**src/rtl/sdb_pkg.sv**
```systemverilog
package sdb_pkg;
  typedef struct packed {
    logic       single_wr;
    logic       cl3;
    logic       intl;
    logic [1:0] blc;
  } mode_t;
endpackage

```
**src/rtl/sdb_burst_ctrl.sv**
```systemverilog
module sdb_burst_ctrl
  import sdb_pkg::*;
#(
  parameter int COL_W = 8,
  parameter int IDX_W = 3
) (
  input  logic             clk,
  input  logic             rst,
  input  logic             en,
  input  logic             cmd_valid,
  input  logic             cmd_we,
  input  logic [COL_W-1:0] cmd_col,
  input  mode_t            mode,
  output logic             issue,
  output logic             issue_we,
  output logic [COL_W-1:0] issue_col,
  output logic             cl3_lat
);
  logic             busy, we_lat, intl_lat, single_lat;
  logic [1:0]       blc_lat, blc_eff;
  logic [IDX_W-1:0] idx, len_mask;
  logic [COL_W-1:0] base, blk_mask;
  logic             start;

  function automatic logic [COL_W-1:0] beat_col(input logic [COL_W-1:0] b,
      input logic [IDX_W-1:0] i, input logic [1:0] c, input logic il);
    logic [COL_W-1:0] m, lo;
    m  = COL_W'((1 << c) - 1);
    lo = il ? (b ^ COL_W'(i)) : (b + COL_W'(i));
    return (b & ~m) | (lo & m);
  endfunction

  assign start     = en && cmd_valid;
  assign blc_eff   = (cmd_we && mode.single_wr) ? 2'd0 : mode.blc;
  assign len_mask  = IDX_W'((1 << blc_lat) - 1);
  assign blk_mask  = COL_W'((1 << blc_lat) - 1);
  assign issue     = start || (en && busy);
  assign issue_we  = start ? cmd_we : we_lat;
  assign issue_col = start ? cmd_col : beat_col(base, idx, blc_lat, intl_lat);

  always_ff @(posedge clk) begin
    if (rst) begin
      busy <= 1'b0; idx <= '0; base <= '0; we_lat <= 1'b0;
      blc_lat <= 2'd0; intl_lat <= 1'b0; cl3_lat <= 1'b0; single_lat <= 1'b0;
    end else if (en) begin
      if (start) begin
        base       <= cmd_col;
        we_lat     <= cmd_we;
        blc_lat    <= blc_eff;
        intl_lat   <= mode.intl;
        cl3_lat    <= mode.cl3;
        single_lat <= mode.single_wr;
        busy       <= (blc_eff != 2'd0);
        idx        <= IDX_W'(1);
      end else if (busy) begin
        idx <= idx + IDX_W'(1);
        if (idx == len_mask) busy <= 1'b0;
      end
    end
  end


  idx_bound_chk: assert property (@(posedge clk) disable iff (rst)
    busy |-> (idx != '0) && (idx <= len_mask));

  single_write_chk: assert property (@(posedge clk) disable iff (rst)
    (busy && we_lat) |-> !single_lat);

  idx_freeze_chk: assert property (@(posedge clk) disable iff (rst)
    !en |=> $stable(idx) && $stable(busy) && $stable(base));

  col_block_chk: assert property (@(posedge clk) disable iff (rst)
    (issue && !start) |-> (((issue_col ^ base) & ~blk_mask) == '0));
endmodule

```
**src/rtl/sdb_read_pipe.sv**
```systemverilog
module sdb_read_pipe #(
  parameter int DATA_W = 16,
  parameter int MAX_CL = 3
) (
  input  logic              clk,
  input  logic              rst,
  input  logic              en,
  input  logic              in_v,
  input  logic [DATA_W-1:0] in_d,
  input  logic              cl3,
  output logic [DATA_W-1:0] dq_out,
  output logic              dq_oe
);
  localparam int NST = MAX_CL - 1;
  logic              st_v [NST];
  logic [DATA_W-1:0] st_d [NST];
  logic              tap_v;
  logic [DATA_W-1:0] tap_d;
  int                tap;

  assign tap = cl3 ? 1 : 0;

  for (genvar g = 0; g < NST; g++) begin : g_stage
    always_ff @(posedge clk) begin
      if (rst) begin
        st_v[g] <= 1'b0;
        st_d[g] <= '0;
      end else if (en) begin
        st_v[g] <= (g == 0) ? in_v : st_v[(g == 0) ? 0 : g - 1];
        st_d[g] <= (g == 0) ? in_d : st_d[(g == 0) ? 0 : g - 1];
      end
    end
  end

  always_comb begin
    tap_v = 1'b0;
    tap_d = '0;
    for (int i = 0; i < NST; i++) begin
      if (i == tap) begin
        tap_v = st_v[i];
        tap_d = st_d[i];
      end
    end
  end

  always_ff @(posedge clk) begin
    if (rst) begin
      dq_out <= '0;
      dq_oe  <= 1'b0;
    end else if (en) begin
      dq_out <= tap_d;
      dq_oe  <= tap_v;
    end
  end


  oe_origin_chk: assert property (@(posedge clk) disable iff (rst)
    (en && !tap_v) |=> !dq_oe);
endmodule

```
**src/rtl/sdram_burst_engine.sv**
```systemverilog
module sdram_burst_engine
  import sdb_pkg::*;
#(
  parameter int COL_W  = 8,
  parameter int DATA_W = 16,
  parameter int MAX_CL = 3
) (
  input  logic              clk,
  input  logic              rst,
  input  logic              cke,
  input  logic              cmd_valid,
  input  logic              cmd_we,
  input  logic [COL_W-1:0]  cmd_col,
  input  logic [DATA_W-1:0] wdata,
  input  logic [4:0]        mode_word,
  output logic [DATA_W-1:0] dq_out,
  output logic              dq_oe
);
  localparam int COLS = 1 << COL_W;

  logic              cke_q;
  logic              issue, issue_we, cl3_lat;
  logic [COL_W-1:0]  issue_col;
  logic [DATA_W-1:0] mem [COLS];
  logic [DATA_W-1:0] rd_q;
  logic              rd_v;
  mode_t             mode;

  assign mode = mode_t'(mode_word);

  always_ff @(posedge clk) begin
    if (rst) cke_q <= 1'b1;
    else     cke_q <= cke;
  end

  sdb_burst_ctrl #(.COL_W(COL_W), .IDX_W(3)) i_ctrl (
    .clk(clk), .rst(rst), .en(cke_q),
    .cmd_valid(cmd_valid), .cmd_we(cmd_we), .cmd_col(cmd_col), .mode(mode),
    .issue(issue), .issue_we(issue_we), .issue_col(issue_col), .cl3_lat(cl3_lat)
  );

  always_ff @(posedge clk) begin
    if (cke_q && issue && issue_we) mem[issue_col] <= wdata;
    if (cke_q) rd_q <= mem[issue_col];
  end

  always_ff @(posedge clk) begin
    if (rst)        rd_v <= 1'b0;
    else if (cke_q) rd_v <= issue && !issue_we;
  end

  sdb_read_pipe #(.DATA_W(DATA_W), .MAX_CL(MAX_CL)) i_pipe (
    .clk(clk), .rst(rst), .en(cke_q), .in_v(rd_v), .in_d(rd_q),
    .cl3(cl3_lat), .dq_out(dq_out), .dq_oe(dq_oe)
  );


  dq_hold_chk: assert property (@(posedge clk) disable iff (rst)
    !cke_q |=> $stable(dq_out) && $stable(dq_oe));

  reset_oe_chk: assert property (@(posedge clk)
    rst |=> !dq_oe);
endmodule

```
**config.mk**
```make
export PLATFORM = sky130hd
export DESIGN_NAME = sdram_burst_engine
export DESIGN_NICKNAME = d
export VERILOG_FILES = /design/src/rtl/sdb_pkg.sv /design/src/rtl/sdb_burst_ctrl.sv /design/src/rtl/sdb_read_pipe.sv /design/src/rtl/sdram_burst_engine.sv
export SDC_FILE = /design/constraint.sdc
export NUM_CORES = 2
export LEC_CHECK = 0
export BUFFER_PORTS_ARGS = -buffer_cell sky130_fd_sc_hd__buf_2
export CORE_UTILIZATION = 50
export DETAILED_ROUTE_END_ITERATION = 6
export GPL_ROUTABILITY_DRIVEN = 0
export PLACE_DENSITY = 0.67
export SYNTH_ARGS = -nofsm -noshare
export SYNTH_HDL_FRONTEND = slang
export SYNTH_MEMORY_MAX_BITS = 65536
export SYNTH_SLANG_ARGS = --single-unit
```
**constraint.sdc**
```tcl
create_clock -name clk -period 4.59 [get_ports clk]
set_input_delay 0.6885 -clock clk [delete_from_list [all_inputs] [get_ports clk]]
set_output_delay 0.6885 -clock clk [all_outputs]
set_load 0.005 [all_outputs]
```
Word level (Yosys, flattened, before mapping)
Memories as Yosys holds them, arrays and structs flattened. A register that Yosys moved wholly into a read port is not among the register bits. Cells that the tools add are included.

Output and inout bits: 17. Memories: 3. Logic and storage cells: 67. RAM bits: 4130. Register bits: 36.

$add $sub $neg: 3. Reductions and logical operators: 13. Equality and inequality tests: 2. Shift operators: 1. Bitwise gates (word level): 9. Multiplexer cells: 25.

Memory list: mem (words 256, width 16, rd ports 1, clocked after Yosys merged registers in 1, wr ports 1, line sdram_burst_engine.sv:24) `logic [DATA_W-1:0] mem [COLS];`; i_pipe.st_d (words 2, width 16, rd ports 2, clocked after Yosys merged registers in 0, wr ports 2, line sdb_read_pipe.sv:16) `logic [DATA_W-1:0] st_d [NST];`; i_pipe.st_v (words 2, width 1, rd ports 2, clocked after Yosys merged registers in 0, wr ports 2, line sdb_read_pipe.sv:15) `logic st_v [NST];`.

Operators by type and width (count): 2-to-1 mux 16 bit (4); equality test 2 x 32 -> 1 bit, first input constant (1); logical NOT 32 bit (1); bitwise AND 8 bit (2); 2-to-1 mux 1 bit (16); 2-to-1 mux 8 bit (2); adder 8 x 3 -> 8 bit (1); inverter 8 bit (1); OR 8 bit (1); left shift 1 x 2 -> 8 bit, first input constant (1); subtractor 8 x 2 -> 8 bit, second input constant (1); XOR 8 x 3 -> 8 bit (1); logical AND 1 bit (6); 2-to-1 mux 3 bit (2); OR 1 bit (4); AND reduction 2 bit (2); nonzero test 2 bit (2); adder 3 x 1 -> 3 bit, second input constant (1); equality test 3 bit (1); 2-to-1 mux 2 bit (1); logical NOT 1 bit (1); logical OR 1 bit (1).

Logic depth before layout (Yosys ltp)
Word-level depth: 6. Gate-level depth with buffers: 17. Gate-level depth less buffers: 13.

Modules after synthesis
A second synthesis with hierarchy kept.

Cell total of the unflattened synthesis: 6973. Area, all modules: 158425.7 um2.

By module, submodules not included: sdram_burst_engine (area each 155405.3 um2, times used 1, sequential area each 123518.5 um2, cells each 6712); sdb_read_pipe (area each 2029.4 um2, times used 1, sequential area each 1361.3 um2, cells each 149); sdb_burst_ctrl (area each 991.0 um2, times used 1, sequential area each 340.3 um2, cells each 112).

Worst setup path after synthesis
No wires, ideal clock.

Path kind: register to register. From: register i_ctrl.idx[0]. To: memory mem[132][0], enable pin. Arrival: 3.460 ns. Data required time: 4.201 ns. Clock period less this slack: 3.849 ns. Stages on the path, launching flop included: 13. Setup slack: 0.741 ns. Buffers on the path: 3. Cell sequence: dfxtp_1 > ha_1 > inv_1 > fa_1 > nor3_1 > and4b_1 > o31a_1 > nor2_1 > clkbuf_1 > buf_2 > nand2_1 > clkbuf_1 > nor2_1.

Word-level cells in the longest chain between the ends: 5.

RTL lines: from (decl) (line sdb_burst_ctrl.sv:21) `logic [IDX_W-1:0] idx, len_mask;`; from (signal assigned) (line sdb_burst_ctrl.sv:56) `idx <= idx + IDX_W'(1);`; adder 8 x 3 -> 8 bit / XOR 8 x 3 -> 8 bit (equally long branches) (line sdb_burst_ctrl.sv:29) `lo = il ? (b ^ COL_W'(i)) : (b + COL_W'(i));`; 2-to-1 mux 8 bit * (line sdb_burst_ctrl.sv:29); bitwise AND 8 bit * (line sdb_burst_ctrl.sv:30) `return (b & ~m) | (lo & m);`; OR 8 bit * (line sdb_burst_ctrl.sv:30); 2-to-1 mux 8 bit * (line sdb_burst_ctrl.sv:39) `assign issue_col = start ? cmd_col : beat_col(base, idx, blc_lat, intl_lat);`; to (decl) (line sdram_burst_engine.sv:24).

Every way passes the cells marked *; elsewhere a longest branch is shown, timed or not.

Worst setup path after layout
From: register i_ctrl.blc_lat[1]. To: memory mem[89][14], enable pin.

Word-level cells in the longest chain between the ends: 6.

RTL lines: from (decl) (line sdb_burst_ctrl.sv:20) `logic [1:0] blc_lat, blc_eff;`; from (signal assigned) (line sdb_burst_ctrl.sv:49) `blc_lat <= blc_eff;`; left shift 1 x 2 -> 8 bit *; subtractor 8 x 2 -> 8 bit *; inverter 8 bit (line sdb_burst_ctrl.sv:30); bitwise AND 8 bit (line sdb_burst_ctrl.sv:30); OR 8 bit * (line sdb_burst_ctrl.sv:30); 2-to-1 mux 8 bit * (line sdb_burst_ctrl.sv:39).

Marked as above.

==> impl_metrics.json <==
{
  "outcome": "finished, violations left",
  "failed_checks": "DRC",
  "crit_fanout": 51,
  "final_util": 0.586,
  "path_class": "reg2reg",
  "via_count": 103000,
  "die_h_um": 575,
  "startpoint_type": "flop",
  "grt_max_degree": 134,
  "clkPwrFrac": 0.386,
  "syn-num-nets": 11500,
  "p_comb_frac": 0.129,
  "layout-drive-gt1-share": 0.139,
  "cts.sinks": 4182,
  "p_total_w": 0.0871,
  "rsz0062_at_grt": "yes",
  "dr.pass1.iters": 7,
  "fin_crit_sh": 0.994,
  "p_int_w": 0.0652,
  "drt_iter0_drc": 14900,
  "antenna_found_initial": 27,
  "drv_cap": 0,
  "dp_hpwl_um": 270000,
  "setup_slack_ns": 0.0266,
  "finalSetupViolations": 0,
  "die_area_sq_um": 331000,
  "cp_slowest_cell": "nor3b_2",
  "htree_levels": 5,
  "wl_per_cell_um": 27.7,
  "async_flop_share": 0,
  "ys_seq_area_frac": 0.762,
  "fin_skew_ns": 0.0551,
  "yosys_most_used_dff": "edfxtp_1",
  "p_sw_w": 0.0218,
  "min_period_ns": 4.56,
  "cts_buffer_depth": 4,
  "ant_nets": 0,
  "die_w_um": 575,
  "port-buffer-count": 50,
  "synth-edff-count": 4146,
  "synth.cell_area_sq_um": 164000,
  "power_density_nw_per_um2": 454,
  "hold_class": "in2reg",
  "overflow": 0,
  "worst_pin_slew_ns": 1.17,
  "drt_wl_total_um": 463000,
  "grt_usage": 0.273,
  "clock.fmax_ghz": 0.219,
  "clkSlewWorstSetupHoldPaths_ns": 0.06,
  "worstSkewPairLatency_ns": 0.97,
  "hold_viol_final": 0,
  "whs_ns": 0.0550,
  "first_global_vias": 98200,
  "avgSynthCellArea_sq_um": 14.4,
  "start_util": 0.503,
  "netlist_instances": 11400,
  "yosys_warnings": 0,
  "pre_cts_slack_ns": -0.479,
  "synth.area.top_cells": "edfxtp_1, nand2_1, mux2i_1",
  "p_leak_nw": 66.5,
  "p_seq_frac": 0.486,
  "cpPeakStageDelay_ns": 0.53,
  "yosys.cell_count.top_type": "edfxtp_1",
  "path_cells": "buf_4, nor3b_2, o31a_2, buf_12, buf_12, buf_12, buf_12, nand2_1, nor2_1, nand2_2, buf_12, nor2_1, buf_12",
  "cts_root_buf": "clkbuf_16",
  "cts_tree": "done",
  "rows": 210,
  "yosysTopAreaCell": "edfxtp_1",
  "synth.distinct_cells": 48,
  "ys_ff_latch": 4182,
  "cp.arrival_ns": 5.20,
  "yosys-top-cells-count": "edfxtp_1, nand2_1, a21oi_1, nand3_1, mux2i_1",
  "critPathMostFrequentCell": "buf_12",
  "yosysTopAreaCellShare": 0.757,
  "num-nets-final": 12100,
  "core_area_sq_um": 327000,
  "grt_pass1_wl_um": 669000,
  "ioPinCount": 51,
  "switching_share": 0.251,
  "relSlewSlack": 0.217,
  "reg2reg_depth": 13,
  "hold_path_depth": 4,
  "worst_ir_drop_vdd_mv": 0.331,
  "cts_buffers": 406,
  "endpoint_kind": "flop",
  "vias_per_cell": 6.18,
  "cp.required_ns": 5.23,
  "drv_slew": 0,
  "area_delta_synth_final_pct": 16.6,
  "fillers": 24300,
  "route.detailed.drc": 4
}
-- layout make-up --
class	count	area, sq um	area share
Timing Repair Buffer	1014	11500	0.0601
Clock inverter	251	2700	0.0141
Clock buffer	487	10600	0.0552
Inverter	3	11.3	0.0000587
Multi-Input combinational cell	6432	36200	0.189
Antenna cell	6	15.0	0.0000783
Tap cell	4346	5440	0.0284
Sequential cell	4182	125000	0.653
-- kinds of logic (layout without fill, tap and decap cells) --
family | after synthesis | count (layout) | synth area share
flip-flops | 4182 | 4182 | 0.762
AND/OR/NAND/NOR | 3566 | 3566 | 0.0874
AO/OA/AOI/OAI | 2262 | 2262 | 0.0918
buffers and inverters | 817 | 1755 | 0.0223
multiplexers | 596 | 596 | 0.0363
adder cells (fa/ha/maj) | 6 | 6 | 0.000502
XOR/XNOR | 2 | 2 | 0.000107
other | 0 | 6 | 0
-- worst max-delay path, delay by kind of cell, from the launching register on --
kind,cells,cell delay [ns]
buf+inv,7,1.71
simple gates,5,1.62
flops,1,0.35
compound gates,1,0.35
-- placed cells by master, fill, tap and decap left out, types with 13 or more instances in the layout --
cell,Yosys,routed
a22o_1,128,128
a221oi_2,0,22
buf_4,27,648
nor2_2,2,13
a211oi_1,18,18
buf_2,292,34
buf_8,0,16
bufinv_16,0,51
nand2_2,1,21
edfxtp_1,4146,4146
a21oi_1,1165,1165
nor2_1,294,277
a32oi_1,192,171
nand3_1,649,649
a22oi_1,307,298
nand2_1,2561,2541
clkinvlp_4,0,17
a221oi_1,160,135
o22ai_1,32,31
a32oi_2,0,20
o221ai_2,0,18
clkbuf_16,0,421
clkinv_2,0,81
clkbuf_1,355,75
a32o_1,128,128
and2_1,38,38
clkinv_1,0,78
dfxtp_1,36,35
o221ai_1,112,94
mux2i_1,596,596
buf_12,0,266
buf_6,17,18
-- registers in the layout, indices dropped and copies added (netlist names), 2 cells and up --
name            flops
i_ctrl.idx          3
i_pipe.st_d        32
i_pipe.dq_out      16
i_pipe.st_v         2
rd_q               16
mem              4096
i_ctrl.base         8
i_ctrl.blc_lat      2
-- routing by layer --
metal / share of wire / up-vias / GRT usage
met5: 0.00011 / - / 0
met4: 0.043 / 8 / 0.111
met3: 0.11 / 926 / 0.0509
met2: 0.46 / 6011 / 0.417
met1: 0.39 / 51600 / 0.388
li1: - / 44700 / -
-- worst paths after layout --
check        slack (ns)                           start                        endpoint
max                0.03  i_ctrl.blc_lat[1]$_SDFFE_PP0P_           mem[89][14]$_DFFE_PP_
min                0.05                    mode_word[4]        i_ctrl.busy$_SDFFE_PP0P_
max reg2reg        0.03  i_ctrl.blc_lat[1]$_SDFFE_PP0P_           mem[89][14]$_DFFE_PP_
min reg2reg        0.48  i_pipe.dq_out[11]$_SDFFE_PP0P_  i_pipe.dq_out[11]$_SDFFE_PP0P_
-- stage by stage --
| stage | area, sq um | TNS [ns] | instances |
|---|---|---|---|
| after floorplan | 164000 | 0 | 11400 |
| after CTS | 191000 | 0 | 16700 |
| after detailed placement | 177000 | -5.24 | 15900 |
| after global placement | 177000 | -3.08 | 15900 |
| after global routing | 192000 | -0.310 | 16700 |
| final | 192000 | 0 | 16700 |
-- power by group through the flow --
stage                     clock [W]  sequential (W)  combinational (W)
after detailed placement          0          0.0431             0.0105
after global routing         0.0352          0.0423             0.0117
after global placement            0          0.0431             0.0103
final                        0.0336          0.0423             0.0112
after floorplan                   0          0.0430            0.00563
after CTS                    0.0338          0.0423             0.0107
-- repair_timing --
action                                  in CTS  in global routing
gates cloned                                 2                  9
pin swaps                                    2                 16
resized for setup                           20                 93
hold buffers                                 9                  0
buffers inserted                             6                  8
endpoints found under the hold margin        9                  0
endpoints found under the setup margin      15                 24
(Power assumes the default switching activity.)
